$ cat src/rtl/sbist_pkg.sv
package sbist_pkg;
  typedef enum logic [2:0] {
    ST_IDLE,
    ST_SEED,
    ST_SHIFT,
    ST_CAPTURE,
    ST_COMPARE,
    ST_DONE
  } st_e;
endpackage

$ cat src/rtl/sbist_lfsr.sv
module sbist_lfsr #(
  parameter int unsigned   W    = 16,
  parameter logic [W-1:0]  TAPS = 16'h002D,
  parameter logic [W-1:0]  SEED = 16'hACE1
) (
  input  logic clk_i,
  input  logic rst_ni,
  input  logic init_i,
  input  logic step_i,
  output logic bit_o
);
  logic [W-1:0] r_q;

  always_ff @(posedge clk_i or negedge rst_ni) begin
    if (!rst_ni)     r_q <= SEED;
    else if (init_i) r_q <= SEED;
    else if (step_i) r_q <= {^(r_q & TAPS), r_q[W-1:1]};
  end

  assign bit_o = r_q[0];
endmodule

$ cat src/rtl/sbist_sisr.sv
module sbist_sisr #(
  parameter int unsigned  W    = 16,
  parameter logic [W-1:0] POLY = 16'hB400
) (
  input  logic         clk_i,
  input  logic         rst_ni,
  input  logic         clr_i,
  input  logic         en_i,
  input  logic         din_i,
  output logic [W-1:0] sig_o
);
  logic [W-1:0] s_q;
  logic         fb;

  assign fb = s_q[0] ^ din_i;

  always_ff @(posedge clk_i or negedge rst_ni) begin
    if (!rst_ni)    s_q <= '0;
    else if (clr_i) s_q <= '0;
    else if (en_i)  s_q <= {1'b0, s_q[W-1:1]} ^ ({W{fb}} & POLY);
  end

  assign sig_o = s_q;
endmodule

$ cat src/rtl/sbist_fsm.sv
module sbist_fsm
  import sbist_pkg::*;
#(
  parameter int unsigned LEN_W = 8,
  parameter int unsigned PAT_W = 8
) (
  input  logic             clk_i,
  input  logic             rst_ni,
  input  logic             start_i,
  input  logic [LEN_W-1:0] scan_len_i,
  input  logic [PAT_W-1:0] pat_cnt_i,
  output logic             accept_o,
  output st_e              st_o
);
  st_e              st_q;
  logic [LEN_W-1:0] bit_q, len_q;
  logic [PAT_W-1:0] pat_q, npat_q;
  logic             last_bit;

  assign accept_o = start_i && (st_q == ST_IDLE || st_q == ST_DONE);
  assign last_bit = (bit_q == len_q - LEN_W'(1));

  always_ff @(posedge clk_i or negedge rst_ni) begin
    if (!rst_ni) begin
      st_q   <= ST_IDLE;
      bit_q  <= '0;
      pat_q  <= '0;
      len_q  <= LEN_W'(1);
      npat_q <= '0;
    end else if (accept_o) begin
      st_q   <= ST_SEED;
      bit_q  <= '0;
      pat_q  <= '0;
      len_q  <= (scan_len_i == '0) ? LEN_W'(1) : scan_len_i;
      npat_q <= pat_cnt_i;
    end else begin
      unique case (st_q)
        ST_SEED: begin
          if (last_bit) begin
            bit_q <= '0;
            st_q  <= ST_CAPTURE;
          end else begin
            bit_q <= bit_q + LEN_W'(1);
          end
        end
        ST_CAPTURE: st_q <= ST_SHIFT;
        ST_SHIFT: begin
          if (last_bit) begin
            bit_q <= '0;
            if (pat_q == npat_q) begin
              st_q <= ST_COMPARE;
            end else begin
              pat_q <= pat_q + PAT_W'(1);
              st_q  <= ST_CAPTURE;
            end
          end else begin
            bit_q <= bit_q + LEN_W'(1);
          end
        end
        ST_COMPARE: st_q <= ST_DONE;
        ST_IDLE, ST_DONE: st_q <= st_q;
        default: st_q <= ST_IDLE;
      endcase
    end
  end

  assign st_o = st_q;
endmodule

$ cat src/rtl/scan_selftest_ctrl.sv
module scan_selftest_ctrl
  import sbist_pkg::*;
#(
  parameter int unsigned LEN_W = 8,
  parameter int unsigned PAT_W = 8,
  parameter int unsigned SIG_W = 16,
  parameter logic [SIG_W-1:0] SIG_POLY = 16'hB400,
  parameter logic [15:0] GEN_TAPS = 16'h002D,
  parameter logic [15:0] GEN_SEED = 16'hACE1
) (
  input  logic             clk_i,
  input  logic             rst_ni,
  input  logic             start_i,
  input  logic [LEN_W-1:0] scan_len_i,
  input  logic [PAT_W-1:0] pat_cnt_i,
  input  logic [SIG_W-1:0] golden_i,
  input  logic             seed_bit_i,
  input  logic             scan_out_i,
  output logic             scan_en_o,
  output logic             scan_in_o,
  output logic             capture_o,
  output logic             done_o,
  output logic             pass_o,
  output logic             fail_o
);
  localparam int unsigned GEN_W = 16;

  st_e              st_w;
  logic             accept;
  logic             gen_bit;
  logic             shifting;
  logic [SIG_W-1:0] sig;
  logic [SIG_W-1:0] golden_q;
  logic             pass_q, fail_q;

  sbist_fsm #(.LEN_W(LEN_W), .PAT_W(PAT_W)) u_fsm (
    .clk_i     (clk_i),
    .rst_ni    (rst_ni),
    .start_i   (start_i),
    .scan_len_i(scan_len_i),
    .pat_cnt_i (pat_cnt_i),
    .accept_o  (accept),
    .st_o      (st_w)
  );

  assign shifting = (st_w == ST_SHIFT);

  sbist_lfsr #(.W(GEN_W), .TAPS(GEN_TAPS), .SEED(GEN_SEED)) u_gen (
    .clk_i (clk_i),
    .rst_ni(rst_ni),
    .init_i(accept),
    .step_i(shifting),
    .bit_o (gen_bit)
  );

  sbist_sisr #(.W(SIG_W), .POLY(SIG_POLY)) u_sig (
    .clk_i (clk_i),
    .rst_ni(rst_ni),
    .clr_i (accept),
    .en_i  (shifting),
    .din_i (scan_out_i),
    .sig_o (sig)
  );

  always_ff @(posedge clk_i or negedge rst_ni) begin
    if (!rst_ni) begin
      golden_q <= '0;
      pass_q   <= 1'b0;
      fail_q   <= 1'b0;
    end else if (accept) begin
      golden_q <= golden_i;
      pass_q   <= 1'b0;
      fail_q   <= 1'b0;
    end else if (st_w == ST_COMPARE) begin
      pass_q <= (sig == golden_q);
      fail_q <= (sig != golden_q);
    end
  end

  assign scan_en_o = (st_w == ST_SEED) || shifting;
  assign scan_in_o = (st_w == ST_SEED) ? seed_bit_i : gen_bit;
  assign capture_o = (st_w == ST_CAPTURE);
  assign done_o    = (st_w == ST_DONE);
  assign pass_o    = pass_q;
  assign fail_o    = fail_q;
endmodule

$ cat config.mk
export PLATFORM = sky130hd
export DESIGN_NAME = scan_selftest_ctrl
export DESIGN_NICKNAME = d
export VERILOG_FILES = /design/src/rtl/sbist_pkg.sv /design/src/rtl/sbist_lfsr.sv /design/src/rtl/sbist_sisr.sv /design/src/rtl/sbist_fsm.sv /design/src/rtl/scan_selftest_ctrl.sv
export SDC_FILE = /design/constraint.sdc
export NUM_CORES = 1
export LEC_CHECK = 0
export ABC_AREA = 1
export CORE_MARGIN = 1
export CORE_UTILIZATION = 40
export DETAILED_ROUTE_END_ITERATION = 16
export DONT_BUFFER_PORTS = 1
export GPL_TIMING_DRIVEN = 0
export PLACE_DENSITY = 0.65
export SYNTH_ARGS = -nofsm -noshare
export SYNTH_HDL_FRONTEND = slang
export SYNTH_SLANG_ARGS = --single-unit
$ cat constraint.sdc
create_clock -name clk_i -period 1.8 [get_ports clk_i]
set_input_delay 0.18 -clock clk_i [delete_from_list [all_inputs] [get_ports clk_i]]
set_output_delay 0.18 -clock clk_i [all_outputs]
set_load 0.03 [all_outputs]
==> results_dict.tcl, run 1 <==
set metrics [dict create \
    switching_share_pct 27.5 \
    clock_insertion_delay_worst_skew_ns 0.35 \
    drt.antenna.violating_nets 0 \
    place.detailed.hpwl_um 6630 \
    synth_most_common_cell "sky130_fd_sc_hd__nand2_1" \
    cts_sinks 85 \
    buffer_cell_driving_the_clock_tree_root "sky130_fd_sc_hd__clkbuf_8" \
    max-vdd-ir-drop_mv 0.432 \
    synth_top_area_share_pct 43.5 \
    post_synth_net_total 572 \
    crit_path_end "u_fsm.pat_q[7]" \
    library_cell_occupying_the_most_area_in_the_post_synthesis_netlist "sky130_fd_sc_hd__dfrtp_1" \
    power_density_nw_per_um2 772 \
    share_of_flip_flops_with_an_asynchronous_set_or_reset_pct 100 \
    synth.avg_cell_area_sq_um 8.23 \
    num_io_pins 43 \
    unrepaired_setup_endpoints_after_global_routing "yes" \
    critical_path_data_required_time_ns 2.09 \
    floorplan.initialDensity_pct 41.8 \
    floorplan.core_area_sq_um 10500 \
    min_path_type "primary input to async pin" \
    wl_per_cell_um 13.6 \
    r2r_start "u_fsm.len_q[0]" \
    count_of_flip_flops_with_a_built_in_enable_after_synthesis 0 \
    cell_internal_pwr_uw 2910 \
    detail_route.drc_violations 0 \
    p_seq_share_pct 56.7 \
    number_of_buffers_between_clock_root_and_the_deepest_sink 2 \
    synth_commonest_cells "sky130_fd_sc_hd__nand2_1, sky130_fd_sc_hd__dfrtp_1, sky130_fd_sc_hd__inv_1, sky130_fd_sc_hd__nand3_1, sky130_fd_sc_hd__nor2_1" \
    worstSetupStartpoint "u_fsm.len_q[0]" \
    netSwitchingPower_uw 1110 \
    numPortBuffers 0 \
    globalRouteTotalUtil_pct 18.6 \
    num_vias 3496 \
    fill_cells 1034 \
    crit_fanout 5 \
    global_route.overflow_total 0 \
    die_width_um 107 \
    timing.max_cap.violations 0 \
    route.final.wire_length_um 9780 \
    run_status "finished, violations left" \
    p_comb_share_pct 12.8 \
    worst_setup_hold_path_clk_slew_ns 0.09 \
    chipHeight_um 107 \
    final-max-slew-violation-count 0 \
    fmaxAchievable_mhz 520 \
    fraction_of_layout_cells_with_a_size_suffix_above_1_pct 17.5 \
    path_type_of_the_worst_setup_path "register to register" \
    finalHoldWorstSlack_ns -0.492 \
    insertedDiodeCount 0 \
    detail_route.first_pass.iterations 4 \
    antenna_found_initial 0 \
    setup_viol_count_final 19 \
    synth.lib_cells_used.distinct 33 \
    die_area_sq_um 11400 \
    r2r_slack_ns -0.12 \
    grt_pass1_wl_um 16600 \
    cts_hold_buffers 28 \
    failing_checks "negative hold slack, negative setup slack" \
    num_rows 37 \
    ys_top_cells_by_area "sky130_fd_sc_hd__dfrtp_1, sky130_fd_sc_hd__nand2_1, sky130_fd_sc_hd__inv_1, sky130_fd_sc_hd__dfstp_2, sky130_fd_sc_hd__xor2_1" \
    finish.net_count 618 \
    crit_path_max_incr_delay_ns 0.57 \
    fin_skew_ns 0.0118 \
    grt_max_degree 86 \
    finish.utilization_pct 49.7 \
    critical_path_arrival_ns 2.21 \
    cts_tree "done" \
    r2r_cells 14 \
    timing.final.hold_violations 85 \
    final_min_period_over_clock_period_pct 107 \
    timing.rr.end "u_fsm.pat_q[7]" \
    syn-cell-area_sq_um 4380 \
    critical_path.startpoint_type "register" \
    area_added_between_synthesis_and_finish_pct 18.8 \
    end_kind "register" \
    gp_congestion 0.850 \
    slowest_stage "sky130_fd_sc_hd__dfstp_2" \
    synth_top_flop_cell "sky130_fd_sc_hd__dfrtp_1" \
    sequential_share_of_the_synthesized_area_pct 48.9 \
    post_drt_via_cell_ratio 4.86 \
    cts-buffers-inserted 9 \
    setup_ws_ns -0.122 \
    crit_chain "inv_4 > ha_4 > nand2_2 > inv_2 > nor2_2 > nand2_1 > nor2_2 > nand3_2 > nor2_4 > buf_6 > nand3_4 > nand2_4 > nand2_2 > nand2_1" \
    initialDrtViolationCount 193 \
    leakage_power_of_the_design_uw 0.00253 \
    shortest_clock_period_the_worst_path_allows_after_layout_ns 1.92 \
    htree_levels 3 \
    timing.slew.headroom_pct 61.6 \
    grt_pass1_vias 3467 \
    worst_slew_pin_slew_ns 0.573 \
    share_clk_of_total_power_pct 30.6 \
    yosys_reg_bits 85 \
    count_of_synthesis_stage_warnings_from_yosys 0 \
    postSynthCellCount 532 \
]
[layout make-up]
| type | count | area [sq um] | share of cell area [%] |
|---|---|---|---|
| buffer | 17 | 119 | 2.29 |
| clock buffer | 10 | 128 | 2.45 |
| clock inverter | 6 | 46.3 | 0.890 |
| inverter | 68 | 258 | 4.96 |
| multi-input combinational | 363 | 2000 | 38.5 |
| sequential | 85 | 2140 | 41.1 |
| tap | 136 | 170 | 3.27 |
| timing repair buffer | 34 | 337 | 6.47 |
[state kept, by name, indices dropped and copies added (netlist names)]
signal        flops
golden_q         16
u_fsm.len_q       8
fail_o            1
u_fsm.pat_q       8
u_fsm.st_o        3
u_fsm.npat_q      8
u_sig.sig_o      16
pass_o            1
u_gen.r_q        16
u_fsm.bit_q       8
[layer usage]
| layer | vias to the layer above | track usage (%) | routed length (um) |
|---|---|---|---|
| met2 | 72 | 31.2 | 4850 |
| met1 | 1640 | 23.6 | 4330 |
| met5 | - | 0 | 0 |
| met4 | 0 | 6.56 | 172 |
| met3 | 14 | 4.32 | 433 |
| li1 | 1770 | - | - |
[worst max-delay path, delay by kind of cell, from the launching register on]
family | cells | cell delay [ns]
AND/OR/NAND/NOR | 10 | 0.87
flip-flops | 1 | 0.57
adder cells (fa/ha/maj) | 1 | 0.22
buffers and inverters | 3 | 0.19
[cells in the final DEF (no fill, tap or decap), types with 8 or more instances in the layout]
cell,Yosys,layout
sky130_fd_sc_hd__a21oi_1,10,10
sky130_fd_sc_hd__dfstp_2,9,9
sky130_fd_sc_hd__nand3_2,1,9
sky130_fd_sc_hd__clkbuf_8,0,9
sky130_fd_sc_hd__xor2_1,26,26
sky130_fd_sc_hd__nand2_2,12,14
sky130_fd_sc_hd__nor2_1,30,26
sky130_fd_sc_hd__dfrtp_1,76,76
sky130_fd_sc_hd__o21ai_0,26,26
sky130_fd_sc_hd__nand3_1,32,23
sky130_fd_sc_hd__buf_2,9,8
sky130_fd_sc_hd__dlygate4sd3_1,0,28
sky130_fd_sc_hd__inv_1,64,62
sky130_fd_sc_hd__or2_2,8,8
sky130_fd_sc_hd__a22oi_1,18,18
sky130_fd_sc_hd__nand2_1,155,150
sky130_fd_sc_hd__xnor2_1,11,11
[kinds of logic (layout without fill, tap and decap cells)]
| group | after synthesis | count (layout) | share of synthesized area [%] |
|---|---|---|---|
| AOI/OAI and AO/OA | 64 | 64 | 8.72 |
| xor gates and xnor gates | 37 | 37 | 7.40 |
| adders and majority gates | 3 | 3 | 0.858 |
| buffers and inverters | 85 | 135 | 8.49 |
| DFF | 85 | 85 | 48.9 |
| and+or+nand+nor | 258 | 259 | 25.7 |
[power by group through the flow]
stage	Clock (uW)	Combinational, uW	Sequential, uW
after floorplan	0	408	2260
after global placement	0	454	2300
after detailed placement	0	468	2310
after CTS	1280	521	2270
after global routing	1340	602	2310
final	1230	513	2280
[metrics by stage]
stage                     setup TNS, ns  instances  power (uW)  area, sq um  setup slack [ns]
after global placement            -2.43        668        2760         4560            -0.176
after CTS                         -1.69        716        4070         5110            -0.157
final                             -1.53        719        4020         5200            -0.122
after detailed placement          -3.02        668        2780         4560            -0.212
after floorplan                       0        532        2670         4390            0.0245
after global routing              -4.98        719        4250         5200            -0.283
[how the worst min path moves through the flow]
stage	from	to	slack (ns)	cells past startpoint
2_1_floorplan	rst_ni	fail_o	-0.12	0
3_3_place_gp	rst_ni	u_fsm.bit_q[1]	-0.11	0
3_5_place_dp	rst_ni	u_fsm.bit_q[1]	-0.11	0
4_1_cts	rst_ni	u_fsm.bit_q[1]	-0.51	0
5_1_grt	rst_ni	u_fsm.bit_q[1]	-0.52	0
6_report	rst_ni	u_fsm.bit_q[1]	-0.49	0
[repair_timing]
| item | in CTS | in global routing |
|---|---|---|
| pin swaps | 5 | 6 |
| hold endpoints to repair | 113 | 85 |
| gates cloned | 1 | 0 |
| endpoints found under the setup margin | 19 | 31 |
| setup buffers | 3 | 3 |
| resized for setup | 12 | 20 |
No activity file was read; power rests on OpenSTA's default activity.
==> run 2: changes to the inputs <==
--- a/config.mk
+++ b/config.mk
@@ -6,12 +6,12 @@
 export NUM_CORES = 1
 export LEC_CHECK = 0
 export ABC_AREA = 1
-export CORE_MARGIN = 1
 export CORE_UTILIZATION = 40
 export DETAILED_ROUTE_END_ITERATION = 16
 export DONT_BUFFER_PORTS = 1
 export GPL_TIMING_DRIVEN = 0
 export PLACE_DENSITY = 0.65
+export SKIP_LAST_GASP = 1
 export SYNTH_ARGS = -nofsm -noshare
 export SYNTH_HDL_FRONTEND = slang
 export SYNTH_SLANG_ARGS = --single-unit
==> results_dict.tcl, run 2 (same netlist as run 1, synthesis figures left out) <==
set metrics [dict create \
    floorplan.core_area_sq_um 10500 \
    shortest_clock_period_the_worst_path_allows_after_layout_ns 1.92 \
    worst_setup_hold_path_clk_slew_ns 0.09 \
    most_frequent_cells_in_the_layout "sky130_fd_sc_hd__nand2_1, sky130_fd_sc_hd__dfrtp_1, sky130_fd_sc_hd__inv_1" \
    cts-buffers-inserted 9 \
    fmaxAchievable_mhz 520 \
    timing.slew.headroom_pct 61.6 \
    finalHoldWorstSlack_ns -0.491 \
    cts_tree "done" \
    detailed_place.area_sq_um 4560 \
    detail_route.drc_violations 0 \
    route.final.wire_length_um 9790 \
    worstSetupStartpoint "u_fsm.len_q[0]" \
    number_of_buffers_between_clock_root_and_the_deepest_sink 2 \
    grt_pass1_vias 3467 \
    grt_pass1_wl_um 16600 \
    grt_max_degree 86 \
    cts_sinks 85 \
    timing.max_cap.violations 0 \
    crit_path_end "u_fsm.pat_q[7]" \
    clock_insertion_delay_worst_skew_ns 0.35 \
    setup_viol_count_final 19 \
    antenna_found_initial 0 \
    postLayoutCellArea_sq_um 5200 \
    num_io_pins 43 \
    critical_path_arrival_ns 2.21 \
    fill_cells 1034 \
    post-place-ws_ns -0.212 \
    floorplan.initialDensity_pct 41.8 \
    detail_route.first_pass.iterations 4 \
    max-vdd-ir-drop_mv 0.432 \
    fraction_of_layout_cells_with_a_size_suffix_above_1_pct 17.5 \
    final-max-slew-violation-count 0 \
    critical_path.startpoint_type "register" \
    path_type_of_the_worst_setup_path "register to register" \
    min_path_type "primary input to async pin" \
    cts_hold_buffers 28 \
    final_min_period_over_clock_period_pct 107 \
    total_power_uw 4020 \
    timing.rr.end "u_fsm.pat_q[7]" \
    power_density_nw_per_um2 773 \
    die_width_um 107 \
    drt.antenna.violating_nets 0 \
    leakage_power_of_the_design_uw 0.00253 \
    setup_ws_ns -0.122 \
    gp_congestion 0.850 \
    r2r_slack_ns -0.12 \
    timing.final.hold_violations 85 \
    failing_checks "negative hold slack, negative setup slack" \
    place.detailed.hpwl_um 6630 \
    num_vias 3494 \
    r2r_cells 14 \
    numPortBuffers 0 \
    worst_slew_pin_slew_ns 0.573 \
    wl_per_cell_um 13.6 \
    end_kind "register" \
    crit_fanout 5 \
    unrepaired_setup_endpoints_after_global_routing "yes" \
    r2r_start "u_fsm.len_q[0]" \
    fin_skew_ns 0.0118 \
    setup_tns_ns -1.53 \
    htree_levels 3 \
    globalRouteTotalUtil_pct 18.6 \
    num_rows 37 \
    chipHeight_um 107 \
    run_status "finished, violations left" \
    critical_path_data_required_time_ns 2.09 \
    die_area_sq_um 11400 \
    post_drt_via_cell_ratio 4.86 \
    layout_commonest_cell "sky130_fd_sc_hd__nand2_1" \
    global_route.overflow_total 0 \
    buffer_cell_driving_the_clock_tree_root "sky130_fd_sc_hd__clkbuf_8" \
    insertedDiodeCount 0 \
    area_added_between_synthesis_and_finish_pct 18.8 \
    finish.net_count 618 \
    initialDrtViolationCount 193 \
]
-- run 2: cell counts in the layout (fill, tap and decap cells not counted) --
No cell type changed its count.
-- run 2: how the worst min path moves through the flow --
stage	startpoint	to	cells after the start
3_3_place_gp	rst_ni	u_fsm.bit_q[1]	0
2_1_floorplan	rst_ni	fail_o	0
5_1_grt	rst_ni	u_fsm.bit_q[1]	0
6_report	rst_ni	u_fsm.bit_q[1]	0
4_1_cts	rst_ni	u_fsm.bit_q[1]	0
3_5_place_dp	rst_ni	u_fsm.bit_q[1]	0
-- run 2: what timing repair did --
| action | in CTS | in global routing |
|---|---|---|
| cloned | 1 | 0 |
| setup buffers | 3 | 3 |
| endpoints found under the setup margin | 19 | 31 |
| pin swaps | 5 | 6 |
| hold endpoints to repair | 113 | 85 |
| resized for setup | 12 | 20 |
-- run 2: power breakdown --
group / leakage [uW] / switching [uW] / internal [uW] / total [uW]
Clock: 0.0000890 / 710 / 517 / 1230
Sequential: 0.00101 / 184 / 2090 / 2280
Combinational: 0.00143 / 213 / 300 / 513
-- run 2: routing by layer --
layer  GRT usage (%)  wire length, um
met1            23.6             4320
met2            31.2             4870
met3            4.32              422
met4            6.56              172
met5               0                0
-- run 2: area by class of cell --
type                            count  area, sq um  share of cell area, %
Timing Repair Buffer               34          337                   6.47
Sequential cell                    85         2140                   41.1
Buffer                             17          119                   2.29
Tap cell                          136          170                   3.27
Clock buffer                       10          128                   2.45
Inverter                           68          258                   4.96
Clock inverter                      6         46.3                  0.890
Multi-Input combinational cell    363         2000                   38.5
-- run 2: worst max-delay path, cell delays in order (launching register included) --
cell and delay [ns]:
sky130_fd_sc_hd__dfstp_2 0.57, sky130_fd_sc_hd__inv_4 0.04, sky130_fd_sc_hd__ha_4 0.22, sky130_fd_sc_hd__nand2_2 0.05, sky130_fd_sc_hd__inv_2 0.03, sky130_fd_sc_hd__nor2_2 0.08
sky130_fd_sc_hd__nand2_1 0.06, sky130_fd_sc_hd__nor2_2 0.09, sky130_fd_sc_hd__nand3_2 0.09, sky130_fd_sc_hd__nor2_4 0.17, sky130_fd_sc_hd__buf_6 0.12, sky130_fd_sc_hd__nand3_4 0.10
sky130_fd_sc_hd__nand2_4 0.12, sky130_fd_sc_hd__nand2_2 0.05, sky130_fd_sc_hd__nand2_1 0.06
-- run 2: stage by stage --
stage	utilization, %	instances
6_report	49.7	719
5_1_grt	49.7	719
4_1_cts	48.8	716
3_5_place_dp	43.6	668
3_3_place_gp	43.6	668
2_1_floorplan	-	532
==> run 3: changes to the inputs <==
--- a/config.mk
+++ b/config.mk
@@ -7,10 +7,12 @@
 export LEC_CHECK = 0
 export ABC_AREA = 1
 export CORE_UTILIZATION = 40
+export CTS_BUF_LIST = sky130_fd_sc_hd__clkbuf_4
 export DETAILED_ROUTE_END_ITERATION = 16
 export DONT_BUFFER_PORTS = 1
 export GPL_TIMING_DRIVEN = 0
 export PLACE_DENSITY = 0.65
+export RECOVER_POWER = 100
 export SKIP_LAST_GASP = 1
 export SYNTH_ARGS = -nofsm -noshare
 export SYNTH_HDL_FRONTEND = slang
==> results_dict.tcl, run 3 (same netlist as run 1, synthesis figures left out) <==
set metrics [dict create \
    run_status "finished, violations left" \
    failing_checks "negative hold slack, negative setup slack" \
    r2r_start "u_fsm.len_q[0]" \
    clock_insertion_delay_worst_skew_ns 0.44 \
    cts_sinks 85 \
    num_vias 3532 \
    grt_max_degree 86 \
    num_rows 37 \
    end_kind "register" \
    setup_tns_ns -2.63 \
    leakage_power_of_the_design_uw 0.00250 \
    min_path_type "primary input to async pin" \
    grt_pass1_wl_um 16600 \
    finalHoldWorstSlack_ns -0.599 \
    p_seq_share_pct 59.7 \
    r2r_cells 13 \
    fmaxAchievable_mhz 515 \
    floorplan.core_area_sq_um 10500 \
    initialDrtViolationCount 191 \
    cts-buffers-inserted 9 \
    timing.slew.headroom_pct 61.7 \
    buffer_cell_driving_the_clock_tree_root "sky130_fd_sc_hd__clkbuf_4" \
    crit_fanout 4 \
    numPortBuffers 0 \
    critical_path_arrival_ns 2.32 \
    htree_levels 3 \
    post_layout_nonfiller_instances 719 \
    number_of_buffers_between_clock_root_and_the_deepest_sink 2 \
    final_min_period_over_clock_period_pct 108 \
    die_width_um 107 \
    cts_hold_buffers 33 \
    detail_route.first_pass.iterations 4 \
    max-vdd-ir-drop_mv 0.490 \
    layout_commonest_cell "sky130_fd_sc_hd__nand2_1" \
    chipHeight_um 107 \
    gp_congestion 0.850 \
    timing.rr.end "u_fsm.pat_q[3]" \
    globalRouteTotalUtil_pct 18.6 \
    post_drt_via_cell_ratio 4.91 \
    fin_skew_ns 0.0191 \
    power_density_nw_per_um2 744 \
    worst_slew_pin_slew_ns 0.572 \
    timing.max_cap.violations 0 \
    die_area_sq_um 11400 \
    fraction_of_layout_cells_with_a_size_suffix_above_1_pct 15.4 \
    cell_internal_pwr_uw 2710 \
    netSwitchingPower_uw 1090 \
    fill_cells 1040 \
    unrepaired_setup_endpoints_after_global_routing "yes" \
    setup_viol_count_final 40 \
    route.final.wire_length_um 9800 \
    floorplan.initialDensity_pct 41.8 \
    r2r_slack_ns -0.14 \
    worst_setup_hold_path_clk_slew_ns 0.15 \
    critical_path_data_required_time_ns 2.18 \
    p_comb_share_pct 13.8 \
    final-max-slew-violation-count 0 \
    timing.final.hold_violations 85 \
    share_clk_of_total_power_pct 26.5 \
    switching_share_pct 28.6 \
    placedCellCount 668 \
    critical_path.startpoint_type "register" \
    shortest_clock_period_the_worst_path_allows_after_layout_ns 1.94 \
    place.detailed.hpwl_um 6630 \
    area_added_between_synthesis_and_finish_pct 16.8 \
    detail_route.drc_violations 0 \
    global_route.overflow_total 0 \
    grt_pass1_vias 3477 \
    finish.net_count 618 \
    most_frequent_cells_in_the_layout "sky130_fd_sc_hd__nand2_1, sky130_fd_sc_hd__dfrtp_1, sky130_fd_sc_hd__inv_1" \
    drt.antenna.violating_nets 0 \
    insertedDiodeCount 0 \
    setup_ws_ns -0.142 \
    cts_tree "done" \
    wl_per_cell_um 13.6 \
    path_type_of_the_worst_setup_path "register to register" \
    num_io_pins 43 \
    antenna_found_initial 0 \
]
-- run 3: worst max path at each step --
stage              startpoint  slack [ns]              to  depth (start not counted)
3_3_place_gp   u_fsm.len_q[0]       -0.18  u_fsm.pat_q[0]                         12
3_5_place_dp   u_fsm.len_q[0]       -0.21  u_fsm.pat_q[7]                         12
6_report       u_fsm.len_q[0]       -0.14  u_fsm.pat_q[3]                         13
2_1_floorplan  u_fsm.len_q[0]        0.02   u_fsm.st_o[0]                         13
5_1_grt        u_fsm.len_q[0]       -0.28   u_fsm.st_o[0]                         14
4_1_cts        u_fsm.len_q[0]       -0.16  u_fsm.pat_q[3]                         12
-- run 3: power by group through the flow --
stage / combinational [uW] / sequential, uW / clock [uW]
6_report: 523 / 2270 / 1010
5_1_grt: 613 / 2310 / 1110
4_1_cts: 531 / 2270 / 1060
3_5_place_dp: 468 / 2310 / 0
3_3_place_gp: 454 / 2300 / 0
2_1_floorplan: 408 / 2260 / 0
-- run 3: worst max-delay path, cell delays in order (launching register included) --
cell                      delay (ns)
sky130_fd_sc_hd__dfstp_2        0.58
sky130_fd_sc_hd__inv_4          0.04
sky130_fd_sc_hd__ha_4           0.22
sky130_fd_sc_hd__nand2_2        0.05
sky130_fd_sc_hd__inv_2          0.03
sky130_fd_sc_hd__nor2_2         0.08
sky130_fd_sc_hd__nand2_1        0.06
sky130_fd_sc_hd__nor2_2         0.09
sky130_fd_sc_hd__nand3_2        0.09
sky130_fd_sc_hd__nor2_4         0.18
sky130_fd_sc_hd__nand2_4        0.10
sky130_fd_sc_hd__nor2_4         0.17
sky130_fd_sc_hd__nand3_2        0.08
sky130_fd_sc_hd__nand2_1        0.08
-- run 3: layer usage --
metal	track usage, %	vias to the layer above	wire, um
met3	3.65	18	455
li1	-	1767	-
met2	30.9	76	4830
met5	0	-	0
met4	7.53	0	204
met1	23.8	1671	4310
-- run 3: layout make-up --
class / count / area, sq um / area share (%)
buffer: 17 / 119 / 2.32
clock buffer: 10 / 75.1 / 1.47
clock inverter: 6 / 46.3 / 0.905
tap: 136 / 170 / 3.33
timing repair buffer: 35 / 349 / 6.83
multi-input combinational: 362 / 1960 / 38.3
inverter: 68 / 258 / 5.04
sequential: 85 / 2140 / 41.8
-- run 3: per-stage QoR --
step / total power (uW) / util [%] / area [sq um] / worst slack [ns]
after global placement: 2760 / 43.6 / 4560 / -0.176
after floorplan: 2670 / - / 4390 / 0.0245
after global routing: 4030 / 48.9 / 5110 / -0.279
after CTS: 3860 / 48.5 / 5080 / -0.159
after detailed placement: 2780 / 43.6 / 4560 / -0.212
final: 3800 / 48.9 / 5110 / -0.142
-- run 3: what timing repair did --
item | CTS | global route
buffers inserted | 2 | 0
resized for setup | 10 | 14
hold endpoints to repair | 118 | 85
setup endpoints to repair | 19 | 34
gates cloned | 0 | 0
pin swaps | 5 | 4
